**config.mk**
```make
export PLATFORM = sky130hd
export DESIGN_NAME = tbl_window
export DESIGN_NICKNAME = d
export VERILOG_FILES = /design/src/rtl/tbl_window.sv
export SDC_FILE = /design/constraint.sdc
export NUM_CORES = 1
export LEC_CHECK = 0
export ABC_AREA = 1
export BUFFER_PORTS_ARGS = -buffer_cell sky130_fd_sc_hd__buf_2
export CAP_MARGIN = 20
export CORE_AREA = 2 2 441 443
export CTS_CLUSTER_SIZE = 10
export DETAILED_ROUTE_END_ITERATION = 16
export DIE_AREA = 0 0 443 445
export PLACE_DENSITY = 0.33
export SKIP_LAST_GASP = 1
export SYNTH_ARGS = -nofsm -noshare
export SYNTH_HDL_FRONTEND = slang
export SYNTH_SLANG_ARGS = --single-unit
```
**constraint.sdc**
```tcl
create_clock -name clk -period 1.8 [get_ports clk]
set_clock_uncertainty 0.05 [all_clocks]
set_input_delay 0.27 -clock clk [delete_from_list [all_inputs] [get_ports clk]]
set_output_delay 0.27 -clock clk [all_outputs]
set_load 0.01 [all_outputs]
```
**src/rtl/tbl_window.sv**
```systemverilog
module tbl_window #(
  parameter int DW    = 64,
  parameter int IDX_W = 9,
  parameter int SEL_W = 4
) (
  input  logic                 clk,
  input  logic                 rst_n,
  input  logic                 bus_req,
  input  logic                 bus_wr,
  input  logic                 bus_reg,
  input  logic [DW-1:0]        bus_wdata,
  output logic [DW-1:0]        bus_rdata,
  output logic                 bus_rvalid,
  output logic [13:0]          tbl_en,
  output logic                 tbl_we,
  output logic [IDX_W-1:0]     tbl_idx,
  output logic [DW-1:0]        tbl_wdata,
  input  logic [14*DW-1:0]     tbl_rdata,
  output logic                 idx_clip
);
  localparam int NTBL    = 14;
  localparam int SEL_LSB = 16;
  localparam int INC_BIT = 31;

  function automatic logic [IDX_W-1:0] mask_of(input logic [SEL_W-1:0] s);
    case (s)
      4'd0, 4'd1, 4'd5:         mask_of = IDX_W'(7);
      4'd2, 4'd3:               mask_of = IDX_W'(31);
      4'd4, 4'd9, 4'd10:        mask_of = IDX_W'(63);
      4'd6, 4'd7, 4'd12:        mask_of = IDX_W'(255);
      4'd8:                     mask_of = IDX_W'(511);
      4'd11:                    mask_of = IDX_W'(15);
      4'd13:                    mask_of = IDX_W'(3);
      default:                  mask_of = '0;
    endcase
  endfunction

  function automatic logic backed_of(input logic [SEL_W-1:0] s);
    case (s)
      4'd0, 4'd1, 4'd8, 4'd11, 4'd12, 4'd13: backed_of = 1'b1;
      default:                               backed_of = 1'b0;
    endcase
  endfunction

  logic [IDX_W-1:0] idx_q;
  logic [SEL_W-1:0] sel_q;
  logic             inc_q;
  logic             clip_q;

  logic             known, backed, hit, ptr_wr;
  logic [IDX_W-1:0] mask, idx_eff, idx_next;
  logic [DW-1:0]    ptr_img, sel_data;

  assign known    = (sel_q < SEL_W'(NTBL));
  assign backed   = backed_of(sel_q);
  assign mask     = mask_of(sel_q);
  assign hit      = bus_req && bus_reg;
  assign ptr_wr   = bus_req && !bus_reg && bus_wr;
  assign idx_eff  = idx_q & mask;
  assign idx_next = (idx_eff + 1'b1) & mask;

  assign tbl_we    = bus_wr;
  assign tbl_idx   = idx_eff;
  assign tbl_wdata = bus_wdata;
  assign idx_clip  = clip_q;

  for (genvar t = 0; t < NTBL; t++) begin : g_en
    assign tbl_en[t] = hit && backed && (sel_q == SEL_W'(t));
  end

  always_comb begin
    sel_data = '0;
    for (int t = 0; t < NTBL; t++)
      if (sel_q == SEL_W'(t)) sel_data = tbl_rdata[t*DW +: DW];
    if (!backed) sel_data = '0;
  end

  always_comb begin
    ptr_img = '0;
    ptr_img[IDX_W-1:0]          = idx_q;
    ptr_img[SEL_LSB +: SEL_W]   = sel_q;
    ptr_img[INC_BIT]            = inc_q;
  end

  always_ff @(posedge clk or negedge rst_n) begin
    if (!rst_n) begin
      idx_q      <= '0;
      sel_q      <= '0;
      inc_q      <= 1'b0;
      clip_q     <= 1'b0;
      bus_rdata  <= '0;
      bus_rvalid <= 1'b0;
    end else begin
      bus_rvalid <= bus_req && !bus_wr;
      clip_q     <= hit && known && ((idx_q & ~mask) != '0);
      if (bus_req && !bus_wr)
        bus_rdata <= bus_reg ? sel_data : ptr_img;
      if (ptr_wr) begin
        idx_q <= bus_wdata[IDX_W-1:0];
        sel_q <= bus_wdata[SEL_LSB +: SEL_W];
        inc_q <= bus_wdata[INC_BIT];
      end else if (hit && known && inc_q) begin
        idx_q <= idx_next;
      end
    end
  end
endmodule

```
After elaboration in Yosys (flattened, before gate mapping)
Memories as Yosys holds them, arrays and structs flattened.
Index checks and enable logic that the tools add are counted.
- register bits after elaboration: 80
- input bits: 965
- memories kept: 1
- memory bits (read-only): 144
- add/subtract/negate cells: 1
- $lt $le $gt $ge: 1
- bitwise gates (word level): 4
- reduce and logical (&&, ||, !) cells: 28
- equal/unequal tests: 13
- multiplexer cells: 19
- memories (memory ; words ; bits a word ; rd ports ; clocked after memory_dff ; write ports ; line ; RTL):
    (no name shown) ; 16 ; 9 ; 1 ; 0 ; 0 ; 26 ; case (s)
- operator list (cell ; number):
    $mux 64 ; 16
    $and 9x9->9 ; 3
    $eq 4x4->1 const B ; 6
    $logic_and 1x1->1 ; 22
    $mux 9 ; 2
    $eq 4x3->1 const B ; 4
    $add 9x1->9 const B ; 1
    $not 9->9 ; 1
    $reduce_bool 9->1 ; 1
    $eq 4x2->1 const B ; 2
    $reduce_or 6->1 ; 1
    $eq 4x1->1 const B ; 1
    $logic_not 4->1 ; 1
    $lt 4x4->1 const B ; 1
    $logic_not 1->1 ; 2
    $reduce_bool 2->1 ; 1
    $mux 1 ; 1

Depth between registers and ports, before layout
- depth after elaboration: 17
- mapped depth: 16
- mapped depth without buffers: 15

Least setup slack after synthesis
OpenSTA, ideal clock, no wires.
- kind: register -> register
- from: register sel_q[2]
- to: register idx_q[8]
- cell stages (with the launch flop): 16
- period minus slack after synthesis: 1.983 ns
- required time: 1.626 ns
- library setup time: 0.124 ns
- arrival: 1.809 ns
- path slack: -0.183 ns
- cell sequence: dfrtp_1 buf_6 nand2_4 inv_2 nand2_1 nand2_1 inv_2 ha_1 nand2_1 nor2_1 and2_1 nand3_2 o21ai_1 nand3_1 o211ai_1 nand2_1
- cells in the longest elaborated chain, start to end: 6
- RTL lines (what ; line ; RTL):
    from (decl) ; 46 ; logic [SEL_W-1:0] sel_q;
    from (signal assigned) ; 100 ; sel_q <= bus_wdata[SEL_LSB +: SEL_W];
    $mem_v2 16x9 ; -- ;
    $and 9x9->9 ; 59 ; assign idx_eff = idx_q & mask;
    via tbl_idx[0] ; 16 ; output logic [IDX_W-1:0] tbl_idx,
    $add 9x1->9 ; 60 ; assign idx_next = (idx_eff + 1'b1) & mask;
    $and 9x9->9 ; 60 ;
    $mux 9 ; 102 ; end else if (hit && known && inc_q) begin
    $mux 9 ; 98 ; if (ptr_wr) begin
    to (signal assigned) ; 99 ; idx_q <= bus_wdata[IDX_W-1:0];
    to (signal assigned) ; 103 ; idx_q <= idx_next;
    to (decl) ; 45 ; logic [IDX_W-1:0] idx_q;
The timed path passes the listed nets, and every way through them passes these cells. The select of a mux whose other input is x is not followed.
A chain may end at the register's enable or synchronous reset.

Worst setup path after layout
- from: register sel_q[3]
- to: register bus_rdata[6]
- cells in the longest elaborated chain, start to end: 17
- RTL lines (what ; line ; RTL):
    $logic_not 4->1 ; 39, 74 ;
    $mux 64 (14 in series) ; 74 ; if (sel_q == SEL_W'(t)) sel_data = tbl_rdata[t*DW +: DW];
    $mux 64 (*) ; 75 ; if (!backed) sel_data = '0;
    $mux 64 (*) ; 97 ; bus_rdata <= bus_reg ? sel_data : ptr_img;
    to (signal assigned) ; 97 ;
    to (decl) ; 12 ; output logic [DW-1:0] bus_rdata,
Mark *: on every way between the ends. The rest lies on a longest branch, timed or not.

==> out/summary.txt <==
Status: finished, violations left
Violated checks: negative setup slack
Data required time of the critical path: 2090 ps
Final setup fails: 89
Tcrit/Tclk final: 147.2%
Layout area overhead: 120.5%
Drt first-iter violations: 1463
Max-slew headroom: 62.85%
Clock Tree Root: clkbuf_16
Avg Inst Size Synth: 5.282 um2
Final core occ: 13.43%
DRC Markers: 0
Gp weighted congestion: 0.9586
Initial core utilization: 6.092%
Final wirelength: 171200 um
Fin. max-slew vios: 0
Worst IR drop on VDD: 0.4095 mV
Final ANT Viol Nets: 0
Top cells by area, synth: nand2_1 (26%), dfrtp_1 (17%), nand3_1 (9.3%)
Yosys reg bits: 80
Clock latency on the worst-skew pair: 450 ps
Core ar.: 192000 um2
Post-synthesis instance total: 2214
Final Worst Setup Slack: -850.3 ps
TritonCTS clock tree: done
Critical-path maximum fanout: 5
Yosys top cell area share: 26.45%
Routed WL per cell: 28.41 um
Die X: 443 um
Via density: 3.515
GRT Total Usage: 16.62%
First-pass GRT wire length: 213000 um
Sequential area share after synthesis: 17.12%
Main flop type after synthesis: dfrtp_1
DR pass1 iterations: 5
Via count: 21180
PortBufs: 1010
Power, Total: 18.80 mW
TritonCTS Buffers: 9
RSZ-0062 raised after global routing: true
HPWL Detailed: 146400 um
Startpoint Class: flop
CTS max path bufs: 2
Number of max-cap violations: 0
Clk sinks: 80
Row cnt: 161
Clock transition at path regs: 90 ps
Async SR Flop Fraction: 100.0%
Share of cells above drive strength 1: 51.96%
Final hold viol count: 0
CP arrival: 2940 ps
Largest net degree at the start of global routing: 34
Fmax: 377.3 MHz
# fillers: 22670
Die Y: 445 um
Slew @ Worst Pin: 557.2 ps
Initial antenna violation count: 122
Min Clock Period, post-route: 2650 ps
Vias in the first global route: 21280
Die ar.: 197100 um2
Grt ovf: 0
Hold Path Class: in -> reg
Ys Warns: 0
Setup TNS: -55770 ps
Area leader, netlist: nand2_1
P_leak: 12.68 nW
Number of H-tree levels: 3
Post-synth EDFFs: 0
FF-to-FF path depth: 15
Nets: 4412
Mapped Area: 11690 um2
Post-synth cell types: 40
Setup CP Type: reg -> reg
IO Pins: 1119
Cell area power density: 729.1 nW/um2
Hold Path Stages: 3
Crit. End Element: flop
synth_stat cells, types with 2 or more instances:
cell type	instances
a21oi_1	106
buf_1	3
buf_2	58
buf_4	77
buf_6	6
clkbuf_1	76
dfrtp_1	80
inv_1	148
inv_2	9
nand2_1	824
nand2_2	4
nand2_4	2
nand3_1	217
nand4_1	130
nor2_1	237
nor2_2	3
nor2_4	9
nor3_1	70
o211ai_1	3
o21ai_0	10
o21ai_1	51
o22ai_1	3
or2_0	22
or2_1	19
or2_2	32
routing by layer:
layer | vias to the layer above | wire [um] | GRT usage, %
li1 | 9569 | - | -
met1 | 10290 | 65760 | 18.99
met2 | 976 | 85600 | 29.50
met3 | 271 | 14470 | 5.353
met4 | 72 | 4901 | 4.463
met5 | - | 436 | 0
area by class of cell:
class | instances | area, um2 | share of cell area [%]
clock buffers | 9 | 225.2 | 0.8734
well taps | 2526 | 3161 | 12.26
repair buffers | 1430 | 9937 | 38.53
diodes | 49 | 122.6 | 0.4755
clock inverters | 7 | 86.33 | 0.3348
flip-flops and latches | 80 | 2003 | 7.768
repair inverters | 1 | 16.27 | 0.06308
multi-input cells | 1764 | 9568 | 37.10
inverters | 160 | 668.1 | 2.591
cell families (layout without fill, tap and decap cells):
group | after synthesis | in the layout | synth area share, %
buf+inv | 380 | 1607 | 15.73
fa+ha+maj | 1 | 1 | 0.1070
other cells | 1 | 57 | 0.03207
compound gates | 177 | 177 | 7.799
simple gates | 1574 | 1577 | 59.14
flops | 80 | 80 | 17.12
xor+xnor | 1 | 1 | 0.07490
where the power goes:
group          leakage (nW)  switching [mW]  internal, mW  total (mW)
Sequential             1.04           0.278          2.15        2.43
Combinational          11.5            8.08          5.85        13.9
Clock                 0.151            1.33          1.11        2.44
Total                  12.7            9.68          9.12        18.8
timing repair:
item | 4_1_cts | 5_1_grt
endpoints found under the hold margin | 29 | 0
gates cloned | 9 | 4
endpoints found under the setup margin | 89 | 89
resized for setup | 403 | 208
hold buffers | 5 | 0
buffers inserted | 103 | 41
pin swaps | 152 | 220
through the flow:
step,std cells,worst slack (ps),hold slack (ps),area [um2]
3_5_place_dp,5835,-1501,199.6,21710
5_1_grt,6010,-975.0,64.65,25750
2_1_floorplan,2221,-84.87,-75.59,11770
4_1_cts,5951,-922.3,2.489,24630
6_report,6026,-850.3,82.72,25790
3_3_place_gp,5835,-1533,209.8,21710
flip-flops by register name, summed over array words and instances (netlist names):
register    count
bus_rdata      64
idx_q           9
sel_q           4
inc_q           1
idx_clip        1
bus_rvalid      1
worst max-delay path, stage by stage, from the launching register on:
cell and delay [ps]:
dfrtp_1 430, buf_6 140, nor2_4 120, buf_12 140, nand2_8 100, buf_12 170
or2_0 220, nand2_1 100, nand4_1 190, nor2_2 210, nand4_1 230, buf_6 210
nand2_4 50, nand3_2 60, nand2_2 70, a21oi_2 50
path summary, 6_finish.rpt:
check / endpoint / slack, ps / from
max reg2reg: bus_rdata[6]$_DFFE_PN0P_ / -850 / sel_q[3]$_DFFE_PN0P_
min: idx_q[0]$_DFFE_PN0P_ / 80 / bus_wdata[0]
max: bus_rdata[6]$_DFFE_PN0P_ / -850 / sel_q[3]$_DFFE_PN0P_
max in group asynchronous: sel_q[2]$_DFFE_PN0P_ / 800 / rst_n
min reg2reg: bus_rdata[27]$_DFFE_PN0P_ / 430 / bus_rdata[27]$_DFFE_PN0P_
min in group asynchronous: bus_rdata[16]$_DFFE_PN0P_ / 260 / rst_n
layout by cell type (no fill, tap or decap), types with 4 or more instances in the layout:
cell type,instances
a21oi_1,96
conb_1,8
or2_2,29
o21ai_0,7
nand3_2,69
a21oi_2,7
nor3_1,64
inv_2,7
clkbuf_16,12
nand3_1,133
nand2_8,9
nor2_1,177
nand4_1,130
o21ai_2,26
or2_0,17
inv_8,4
or2_4,5
nand2_1,751
buf_12,73
nand3_4,16
o21ai_1,19
inv_1,139
buf_4,213
buf_8,19
buf_2,996
dlygate4sd3_1,5
nor2_4,45
buf_16,6
nand2_2,46
nor2_2,27
diode_2,49
dfrtp_1,79
or2_1,22
inv_4,8
buf_6,114
nand2_4,27
o21ai_4,9
nor3_4,4
No activity file was read; power rests on OpenSTA's default activity.
